==> src/rtl/cdw_pkg.sv <==
package cdw_pkg;
  localparam int unsigned CHAN_W    = 4;
  localparam int unsigned VALUE_W   = 12;
  localparam int unsigned NUM_BYTES = 4;
  localparam int unsigned FRAME_W   = 8 * NUM_BYTES;
  localparam int unsigned BIT_W     = 4;  // counts 8 data bits plus the ack slot
  localparam logic [7:0]  KEEP_FLAG = 8'h20;

  typedef enum logic [1:0] {ST_IDLE, ST_APPLY, ST_WAIT} seq_state_e;
  typedef enum logic [1:0] {SEG_HEAD_STOP, SEG_START, SEG_BYTES, SEG_TAIL_STOP} seg_e;

  typedef struct packed {
    logic on_scl;  // 1: operation targets the clock line
    logic level;   // line level after the operation
  } line_op_t;
endpackage

==> src/rtl/cdw_frame_build.sv <==
module cdw_frame_build
  import cdw_pkg::*;
#(
  parameter logic [6:0] DEV0_ADDR = 7'h26,
  parameter logic [6:0] DEV1_ADDR = 7'h27
) (
  input  logic [CHAN_W-1:0]  chan,
  input  logic [VALUE_W-1:0] value,
  output logic [FRAME_W-1:0] frame,
  output logic               chan_ok
);
  logic [6:0] dev;
  logic [7:0] ptr;

  always_comb begin
    chan_ok = (chan < CHAN_W'(8));
    dev     = chan[1] ? DEV1_ADDR : DEV0_ADDR;
    // bit 0 of chan picks the odd pair, bit 2 picks gain over offset
    ptr     = 8'h01 << {chan[0], chan[2]};
    frame   = {dev, 1'b0, ptr, KEEP_FLAG | {4'h0, value[11:8]}, value[7:0]};
  end
endmodule

==> src/rtl/cdw_settle.sv <==
module cdw_settle #(
  parameter int unsigned W = 8
) (
  input  logic         clk,
  input  logic         rst_n,
  input  logic         load,
  input  logic [W-1:0] load_val,
  output logic         expired
);
  logic [W-1:0] cnt_q, cnt_d;
  logic         cnt_en;

  always_comb begin
    cnt_en = load || (cnt_q != '0);
    cnt_d  = load ? load_val : cnt_q - W'(1);
  end

  always_ff @(posedge clk or negedge rst_n) begin
    if (!rst_n)      cnt_q <= '0;
    else if (cnt_en) cnt_q <= cnt_d;
  end

  assign expired = (cnt_q == '0);

  // once the wait has run out it stays out until a new operation reloads it
  assert_expired_holds_R6: assert property (@(posedge clk) disable iff (!rst_n)
    (expired && !load) |=> expired);
endmodule

==> src/rtl/cdw_seq.sv <==
module cdw_seq
  import cdw_pkg::*;
#(
  parameter int unsigned HIGH_CYC = 250000,
  parameter int unsigned LOW_CYC  = 2500
) (
  input  logic               clk,
  input  logic               rst_n,
  input  logic               start,
  input  logic [FRAME_W-1:0] frame_in,
  output logic               scl_lvl,
  output logic               sda_lvl,
  output logic               busy,
  output logic               done
);
  localparam int unsigned MAX_CYC = (HIGH_CYC > LOW_CYC) ? HIGH_CYC : LOW_CYC;
  localparam int unsigned TW      = $clog2(MAX_CYC + 1);
  localparam int unsigned LAST_BYTE = NUM_BYTES - 1;

  seq_state_e         state_q, state_d;
  seg_e               seg_q, seg_d;
  logic [1:0]         sub_q, sub_d;
  logic [BIT_W-1:0]   bit_q, bit_d;
  logic [1:0]         byte_q, byte_d;
  logic [FRAME_W-1:0] sh_q, sh_d;
  logic               sh_en;
  logic               scl_q, scl_d, sda_q, sda_d, done_q, done_d;
  line_op_t           op;
  logic               expired;
  logic [TW-1:0]      wait_val;

  // operation selected by the current position in the frame
  always_comb begin
    op = '{on_scl: 1'b1, level: 1'b1};
    unique case (seg_q)
      SEG_HEAD_STOP, SEG_TAIL_STOP: begin
        op.on_scl = ~sub_q[0];
        op.level  = sub_q[1];
      end
      SEG_START: begin
        op.on_scl = (sub_q == 2'd0);
        op.level  = (sub_q != 2'd2);
      end
      default: begin
        op.on_scl = (sub_q != 2'd1);
        if (sub_q == 2'd1) op.level = (bit_q == BIT_W'(8)) ? 1'b1 : sh_q[FRAME_W-1];
        else               op.level = (sub_q == 2'd2);
      end
    endcase
  end

  assign wait_val = op.level ? TW'(HIGH_CYC - 1) : TW'(LOW_CYC - 1);

  cdw_settle #(.W(TW)) u_settle (
    .clk     (clk),
    .rst_n   (rst_n),
    .load    (state_q == ST_APPLY),
    .load_val(wait_val),
    .expired (expired)
  );

  always_comb begin
    state_d = state_q;
    seg_d   = seg_q;
    sub_d   = sub_q;
    bit_d   = bit_q;
    byte_d  = byte_q;
    sh_d    = sh_q;
    sh_en   = 1'b0;
    scl_d   = scl_q;
    sda_d   = sda_q;
    done_d  = 1'b0;
    unique case (state_q)
      ST_IDLE: if (start) begin
        state_d = ST_APPLY;
        seg_d   = SEG_HEAD_STOP;
        sub_d   = 2'd0;
        bit_d   = '0;
        byte_d  = 2'd0;
        sh_d    = frame_in;
        sh_en   = 1'b1;
      end
      ST_APPLY: begin
        if (op.on_scl) scl_d = op.level;
        else           sda_d = op.level;
        state_d = ST_WAIT;
      end
      default: if (expired) begin
        state_d = ST_APPLY;
        unique case (seg_q)
          SEG_HEAD_STOP, SEG_TAIL_STOP: begin
            if (sub_q != 2'd3) sub_d = sub_q + 2'd1;
            else if (seg_q == SEG_HEAD_STOP) begin
              seg_d = SEG_START;
              sub_d = 2'd0;
            end else begin
              state_d = ST_IDLE;
              done_d  = 1'b1;
            end
          end
          SEG_START: begin
            if (sub_q != 2'd2) sub_d = sub_q + 2'd1;
            else begin
              seg_d = SEG_BYTES;
              sub_d = 2'd0;
            end
          end
          default: begin
            if (sub_q != 2'd2) sub_d = sub_q + 2'd1;
            else begin
              sub_d = 2'd0;
              if (bit_q != BIT_W'(8)) begin
                bit_d = bit_q + BIT_W'(1);
                sh_d  = {sh_q[FRAME_W-2:0], 1'b0};
                sh_en = 1'b1;
              end else begin
                bit_d = '0;
                if (byte_q == 2'(LAST_BYTE)) seg_d = SEG_TAIL_STOP;
                else                          byte_d = byte_q + 2'd1;
              end
            end
          end
        endcase
      end
    endcase
  end

  always_ff @(posedge clk or negedge rst_n) begin
    if (!rst_n) begin
      state_q <= ST_IDLE;
      seg_q   <= SEG_HEAD_STOP;
      sub_q   <= 2'd0;
      bit_q   <= '0;
      byte_q  <= 2'd0;
      scl_q   <= 1'b1;
      sda_q   <= 1'b1;
      done_q  <= 1'b0;
    end else begin
      state_q <= state_d;
      seg_q   <= seg_d;
      sub_q   <= sub_d;
      bit_q   <= bit_d;
      byte_q  <= byte_d;
      scl_q   <= scl_d;
      sda_q   <= sda_d;
      done_q  <= done_d;
    end
  end

  always_ff @(posedge clk or negedge rst_n) begin
    if (!rst_n)     sh_q <= '0;
    else if (sh_en) sh_q <= sh_d;
  end

  assign scl_lvl = scl_q;
  assign sda_lvl = sda_q;
  assign busy    = (state_q != ST_IDLE);
  assign done    = done_q;

  assert_idle_released_R1: assert property (@(posedge clk) disable iff (!rst_n)
    (state_q == ST_IDLE) |-> (scl_q && sda_q));

  assert_data_under_low_clock_R7: assert property (@(posedge clk) disable iff (!rst_n)
    (state_q == ST_APPLY && seg_q == SEG_BYTES && !op.on_scl) |-> !scl_q);

  assert_done_single_R10: assert property (@(posedge clk) disable iff (!rst_n)
    done_q |=> !done_q);

  assert_done_when_idle_R10: assert property (@(posedge clk) disable iff (!rst_n)
    done_q |-> (state_q == ST_IDLE));
endmodule

==> src/rtl/cal_dac_i2c_writer.sv <==
module cal_dac_i2c_writer
  import cdw_pkg::*;
#(
  parameter int unsigned HIGH_CYC  = 250000,
  parameter int unsigned LOW_CYC   = 2500,
  parameter logic [6:0]  DEV0_ADDR = 7'h26,
  parameter logic [6:0]  DEV1_ADDR = 7'h27
) (
  input  logic         clk,
  input  logic         rst_n,
  input  logic         req,
  input  logic [3:0]   chan,
  input  logic [11:0]  value,
  output logic         scl_pull,
  output logic         sda_pull,
  output logic         busy,
  output logic         done,
  output logic         err
);
  logic [1:0]         rst_sync_q;
  logic               rst_i_n;
  logic [FRAME_W-1:0] frame;
  logic               chan_ok;
  logic               start;
  logic               err_q, err_d;
  logic               scl_lvl, sda_lvl;

  always_ff @(posedge clk or negedge rst_n) begin
    if (!rst_n) rst_sync_q <= 2'b00;
    else        rst_sync_q <= {rst_sync_q[0], 1'b1};
  end
  assign rst_i_n = rst_sync_q[1];

  cdw_frame_build #(.DEV0_ADDR(DEV0_ADDR), .DEV1_ADDR(DEV1_ADDR)) u_frame (
    .chan   (chan),
    .value  (value),
    .frame  (frame),
    .chan_ok(chan_ok)
  );

  always_comb begin
    start = req && !busy && chan_ok;
    err_d = req && !busy && !chan_ok;
  end

  always_ff @(posedge clk or negedge rst_i_n) begin
    if (!rst_i_n) err_q <= 1'b0;
    else          err_q <= err_d;
  end

  cdw_seq #(.HIGH_CYC(HIGH_CYC), .LOW_CYC(LOW_CYC)) u_seq (
    .clk     (clk),
    .rst_n   (rst_i_n),
    .start   (start),
    .frame_in(frame),
    .scl_lvl (scl_lvl),
    .sda_lvl (sda_lvl),
    .busy    (busy),
    .done    (done)
  );

  assign scl_pull = ~scl_lvl;
  assign sda_pull = ~sda_lvl;
  assign err      = err_q;

  initial begin
    assert_settle_nonzero_R6: assert (HIGH_CYC >= 1 && LOW_CYC >= 1);
  end

  assert_err_no_bus_R8: assert property (@(posedge clk) disable iff (!rst_i_n)
    err_q |-> (!busy && !scl_pull && !sda_pull));

  assert_busy_keeps_R9: assert property (@(posedge clk) disable iff (!rst_i_n)
    (busy && req && !done) |=> (busy || done));
endmodule

==> config.mk <==
export PLATFORM = sky130hd
export DESIGN_NAME = cal_dac_i2c_writer
export DESIGN_NICKNAME = d
export VERILOG_FILES = /design/src/rtl/cdw_pkg.sv /design/src/rtl/cdw_frame_build.sv /design/src/rtl/cdw_settle.sv /design/src/rtl/cdw_seq.sv /design/src/rtl/cal_dac_i2c_writer.sv
export SDC_FILE = /design/constraint.sdc
export NUM_CORES = 1
export LEC_CHECK = 0
export BUFFER_PORTS_ARGS = -buffer_cell sky130_fd_sc_hd__buf_2
export CAP_MARGIN = 20
export CORE_UTILIZATION = 45
export DETAILED_ROUTE_END_ITERATION = 12
export PLACE_DENSITY = 0.68
export SLEW_MARGIN = 20
export SYNTH_ARGS = -nofsm -noshare
export SYNTH_HDL_FRONTEND = slang
export SYNTH_HIERARCHICAL = 1
export SYNTH_SLANG_ARGS = --single-unit
==> constraint.sdc <==
create_clock -name clk -period 2.3 [get_ports clk]
set_input_delay 0.46 -clock clk [delete_from_list [all_inputs] [get_ports clk]]
set_output_delay 0.46 -clock clk [all_outputs]
set_load 0.02 [all_outputs]
Yosys cells after proc, flatten, opt, wreduce, memory -nomap -nowiden
Index checks and enable logic that the tools add are counted.

Add/sub/neg operators: 4. $mul: 0. Div/mod/pow operators: 0. Order comparisons: 1. Eq/ne operators: 22. Shift operators: 1. Multiplexer cells: 57. Bitwise operators: 5. Reduce and logical (&&, ||, !) cells: 27.

Operator list (count): 32-bit two-way mux (5); 32-bit one-hot mux with 2 select lines (1); 2-bit two-way mux (22); 18-bit two-way mux (2); 2-bit one-hot mux with 2 select lines (6); 4-bit two-way mux (5); 18-bit logical NOT (1); 18-bit nonzero test (1); 18-bit by 1-bit subtractor with 18-bit output, second input constant (1); 1-bit two-way mux (14); 7-bit AND reduction (2); 2-bit inequality test, second input constant (6); 3-bit inequality test, second input constant (3); 9-bit AND reduction (1); 4-bit inequality test, second input constant (2); 4-bit one-hot mux with 2 select lines (1); 1-bit by 2-bit << shifter with 8-bit output, first input constant (1); 2-bit by 1-bit == test with 1-bit output, second input constant (3); 2-bit == test, second input constant (3); 2-bit logical NOT (3); 2-bit AND reduction (3); 2-bit nonzero test (3); 1-bit inverter (5); 5-bit AND reduction (1); 16 further kinds (22).

Flip-flop bits (word level): 68. Bits in latches: 0. Memory bits (writable): 0. Bits in read-only memories: 0. Input port bits: 19. Word-level logic and storage cells: 129. Memories kept: 0.

Longest topological paths before layout
Depth in word-level cells: 7. Mapped depth: 10. Gate-level depth less buffers: 9.

Modules after synthesis
Netlist, hierarchy kept.

Modules (own cells, without submodules): cdw_seq (times used 1, cells an instance 276, area an instance 2710.1 um^2, seq. area each 1178.6 um^2); cdw_settle (times used 1, cells an instance 110, area an instance 1081.0 um^2, seq. area each 450.4 um^2); cdw_frame_build (times used 1, cells an instance 35, area an instance 247.7 um^2, seq. area each 0.0 um^2); cal_dac_i2c_writer (times used 1, cells an instance 8, area an instance 107.6 um^2, seq. area each 75.1 um^2).

Worst setup path before layout
Ideal clock, no wire load.

Path kind: reg2reg. From: register u_seq.state_q[1]. To: register u_seq.sh_q[17]. Arrival: 2.756 ns. Data required time: 2.175 ns. Slack: -0.581 ns. Stages on the path, launching flop included: 11. Path buffers: 4. Cell sequence: dfrtp_1 -> buf_6 -> nor2_1 -> inv_2 -> clkbuf_1 -> and3b_1 -> or3b_1 -> buf_2 -> a22o_4 -> buf_6 -> mux2_4.

Longest elaborated chain between the ends: 7. Elaborated cells on any way between the ends: 16. Those cells by class: eq/ne (4); mux (3); bitwise (1); reduce/logical (8).

RTL lines: from (decl) (RTL line cdw_seq.sv:20) `seq_state_e state_q, state_d;`; from (signal assigned) (RTL line cdw_seq.sv:139) `state_q <= state_d;`; 2-bit nonzero test (*) (RTL line cdw_seq.sv:157) `assign busy = (state_q != ST_IDLE);`; named net busy (RTL line cal_dac_i2c_writer.sv:16) `output logic busy,`; 1-bit logical NOT (*) (RTL line cal_dac_i2c_writer.sv:42) `start = req && !busy && chan_ok;`; 1-bit logical AND (*) (2 in a row) (RTL line cal_dac_i2c_writer.sv:42); named net start (RTL line cal_dac_i2c_writer.sv:24) `logic start;`; 1-bit two-way mux (RTL line cdw_seq.sv:74) `ST_IDLE: if (start) begin`; 1-bit one-hot mux with 2 select lines (RTL line cdw_seq.sv:73) `unique case (state_q)`; 7-bit AND reduction (no line) (*); to (signal assigned) (RTL line cdw_seq.sv:151) `if (!rst_n) sh_q <= '0;`; to (signal assigned) (RTL line cdw_seq.sv:152) `else if (sh_en) sh_q <= sh_d;`; to (decl) (RTL line cdw_seq.sv:25) `logic [FRAME_W-1:0] sh_q, sh_d;`.

Mark *: on every way through the listed nets, which the timed path passes. The rest lies on a longest branch. A chain may end at the register's enable or synchronous reset.

Final worst setup path
From: register u_seq.u_settle.cnt_q[0]. To: register u_seq.sh_q[24].

Longest elaborated chain between the ends: 4. Elaborated cells on any way between the ends: 5. Those cells by class: mux (2); reduce/logical (3).

RTL lines: from (decl) (RTL line cdw_settle.sv:10) `logic [W-1:0] cnt_q, cnt_d;`; from (signal assigned) (RTL line cdw_settle.sv:20) `else if (cnt_en) cnt_q <= cnt_d;`; 18-bit logical NOT (*) (RTL line cdw_settle.sv:23) `assign expired = (cnt_q == '0);`; named net u_seq.expired (RTL line cdw_seq.sv:29) `logic expired;`; 1-bit two-way mux (RTL line cdw_seq.sv:88) `default: if (expired) begin`; 1-bit one-hot mux with 2 select lines (RTL line cdw_seq.sv:73); 7-bit AND reduction (no line) (*).

Marked as above.

==> impl_metrics.json <==
{
  "grt_use_total_pct": 18.72,
  "yosys_most_used_dff": "dfrtp_1",
  "crit_path_start_kind": "register",
  "hpwl_mm": 5.173,
  "grt_setup_unrepaired": "yes",
  "clkSlewWorstSetupHoldPaths_ns": 0.07,
  "regToRegStartpoint": "u_seq/u_settle/cnt_q[0]$_DFFE_PN0P_",
  "synth.top_cell.area_share_pct": 39.83,
  "synth.largest_area_cell": "dfrtp_1",
  "synth_cell_types": 56,
  "synthesis.area_um2": 4146,
  "fin_ws_ns": 0.04666,
  "hold_class": "register to async pin",
  "slowest_stage": "dfrtp_1",
  "cts_tree": "yes",
  "antenna_found_initial": 0,
  "grt_pass1_wl_mm": 14.29,
  "vias_per_cell": 5.124,
  "dieHeight_um": 97.99,
  "yosysMostFrequentCell": "nand2_1",
  "yosysSeqAreaShare_pct": 41.10,
  "ys_warn_count": 6,
  "postRouteAntennaNets": 0,
  "ys_seq_elements": 68,
  "vdd_drop_max_uv": 369.6,
  "drive_above_1_share_pct": 27.48,
  "finalSetupTns_ns": 0,
  "synthCells": 429,
  "r2r_setup_slack_ns": 0.05,
  "grt_remaining_overflow": 0,
  "rows": 34,
  "fp.dieW_um": 97.99,
  "synth_edf_count": 0,
  "path_cells": "inv_1 -> ha_4 -> nor4b_4 -> nand2_2 -> nor3_4 -> nand2_2 -> a22o_4 -> mux2_4",
  "cap_violations": 0,
  "dpl_cell_area_um2": 4380,
  "htreeDepth": 3,
  "worst_pin_slew_ns": 0.5244,
  "finish.utilization_pct": 54.33,
  "firstDrtPassIters": 4,
  "max_stage_delay_ns": 0.40,
  "cts_buffers": 9,
  "holdWs_ns": 0.2397,
  "swShare_pct": 24.68,
  "syn_area_per_cell_um2": 9.665,
  "ioPinCount": 24,
  "num_vias": 2977,
  "seqPwrFrac_pct": 43.8,
  "power.density_nw_per_um2": 679.2,
  "cts_sinks": 68,
  "hold_viol": 0,
  "arrival_ns": 2.48,
  "core_area_um2": 8806,
  "place.gp.congestion": 0.7791,
  "pwr-share-clk_pct": 41.2,
  "fin_cells": 581,
  "r2r-end": "u_seq/sh_q[24]$_DFFE_PN0P_",
  "status": "finished, final reports clean",
  "critPathMaxFanout": 8,
  "dp_slack_ns": -0.03030,
  "worstPathRequired_ns": 2.53,
  "routedWlPerCell_um": 14.38,
  "grt_pass1_vias": 2986,
  "dp.cells": 558,
  "start_util_pct": 47.09,
  "clock_latency_ns": 0.34,
  "power_mw": 3.250,
  "drc": 0,
  "fin_area_um2": 4785,
  "finalMaxSlewViolations": 0,
  "drt-total-wl_mm": 8.353,
  "synth_common_cells": "nand2_1 (113), dfrtp_1 (66), mux2_4 (29)",
  "reg2reg_depth": 8,
  "synth_area_leaders": "dfrtp_1 (40%), mux2_4 (11%), nand2_1 (10%), buf_4 (5.1%), ha_1 (4.5%)",
  "period_share_pct": 97.97,
  "die_area_um2": 9602,
  "cellLeakagePower_nw": 2.250,
  "synthArstFlopShare_pct": 100.0,
  "power.net_switching_mw": 0.8019,
  "drt-initial-drc-count": 110,
  "p_comb_share_pct": 15.0,
  "area_growth_pct": 15.39,
  "antenna_cells": 0,
  "end_kind": "register",
  "cpMostUsedCell": "nand2_2",
  "fmax_mhz": 443.8,
  "cts_root_buffer": "clkbuf_8",
  "max-slew-margin-rel_pct": 65.00,
  "port-buffer-count": 23,
  "path_class": "register to register",
  "skew_ns": 0.009166,
  "grt_max_degree": 46,
  "setup_viol": 0,
  "period_needed_ns": 2.253,
  "clk_path_buf_depth": 2,
  "p_int_mw": 2.448,
  "nets": 503
}
## worst max-delay path: cells and delay by family, from the launching register on
kind | cells | cell delay (ns)
adders and majority gates | 1 | 0.15
and+or+nand+nor | 4 | 0.78
buffers and inverters | 1 | 0.13
muxes | 1 | 0.32
AOI/OAI and AO/OA | 1 | 0.36
DFF | 1 | 0.40
## worst max-delay path by stage
stage,cells after the start,from,endpoint
after floorplan,10,u_seq/state_q[1]$_DFFE_PN0P_,u_seq/sh_q[10]$_DFFE_PN0P_
final,8,u_seq/u_settle/cnt_q[0]$_DFFE_PN0P_,u_seq/sh_q[24]$_DFFE_PN0P_
after CTS,10,u_seq/u_settle/cnt_q[0]$_DFFE_PN0P_,u_seq/seg_q[0]$_DFFE_PN0P_
after global placement,8,u_seq/u_settle/cnt_q[0]$_DFFE_PN0P_,u_seq/sh_q[8]$_DFFE_PN0P_
after detailed placement,10,u_seq/u_settle/cnt_q[0]$_DFFE_PN0P_,u_seq/seg_q[0]$_DFFE_PN0P_
after global routing,10,u_seq/u_settle/cnt_q[1]$_DFFE_PN0P_,u_seq/seg_q[0]$_DFFE_PN0P_
## metal layers
metal	track usage, %	vias up	part of all wire (%)
met5	0	-	0
met4	6.643	0	1.2
met3	4.080	6	2.5
met2	31.04	43	48
met1	24.10	1447	48
li1	-	1481	-
## cell type report
cell class              count  area [µm²]
fillers                   763        4021
flip-flops and latches     68        1705
clock inverters             4       120.1
inverters                  17       63.81
well taps                 108       135.1
multi-input cells         321        2257
clock buffers              11       151.4
repair buffers             52       351.6
## cells by family (layout without fill, tap and decap cells)
| group | count (synthesis) | count (layout) | synth area share (%) |
|---|---|---|---|
| AND/OR/NAND/NOR | 178 | 178 | 20.40 |
| flip-flops | 68 | 68 | 41.10 |
| buffers and inverters | 62 | 84 | 9.113 |
| AO/OA/AOI/OAI | 50 | 53 | 8.781 |
| multiplexers | 39 | 39 | 13.10 |
| adder cells (fa/ha/maj) | 15 | 15 | 4.526 |
| XOR/XNOR | 12 | 12 | 2.535 |
| other | 5 | 24 | 0.4527 |
## state kept, by name (all words and copies together) (netlist names)
name / cells
u_seq/sh_q: 32
u_seq/u_settle/cnt_q: 18
u_seq/bit_q: 4
rst_sync_q: 2
u_seq/byte_q: 2
u_seq/seg_q: 2
u_seq/state_q: 2
u_seq/sub_q: 2
err: 1
u_seq/done: 1
u_seq/scl_lvl: 1
u_seq/sda_lvl: 1
## cells in the final DEF (no fill, tap or decap), drive strengths merged, types with 3 or more instances in the layout
cell,synthesis,routed
nand2,113,113
dfrtp,66,66
buf,35,51
mux2,35,35
conb,5,24
nor2,20,20
inv,17,17
ha,15,15
clkbuf,10,11
xnor2,9,9
o21ai,9,9
nor3,9,9
a211oi,7,7
a21o,6,6
a21oi,6,6
a22o,3,6
nor4,6,6
nand3,5,5
o31ai,5,5
bufinv,0,4
nor2b,4,4
mux2i,4,4
nor4b,4,4
or3,4,4
nand4,3,3
xor2,3,3
## what timing repair did
item | 4_1_cts | 5_1_grt
gates cloned | 1 | 2
setup endpoints to repair | 32 | 36
endpoints found under the hold margin | 2 | 0
resized for setup | 3 | 9
setup buffers | 0 | 4
pin swaps | 1 | 7
hold buffers | 1 | 0
## power by group through the flow
| stage | clock network (mW) | logic (mW) | registers (mW) |
|---|---|---|---|
| floorplan | 0 | 0.332 | 1.42 |
| CTS | 1.37 | 0.452 | 1.41 |
| global placement | 0 | 0.437 | 1.42 |
| detailed placement | 0 | 0.451 | 1.43 |
| global route | 1.42 | 0.553 | 1.44 |
| finish | 1.34 | 0.487 | 1.42 |
(Power assumes the default switching activity.)
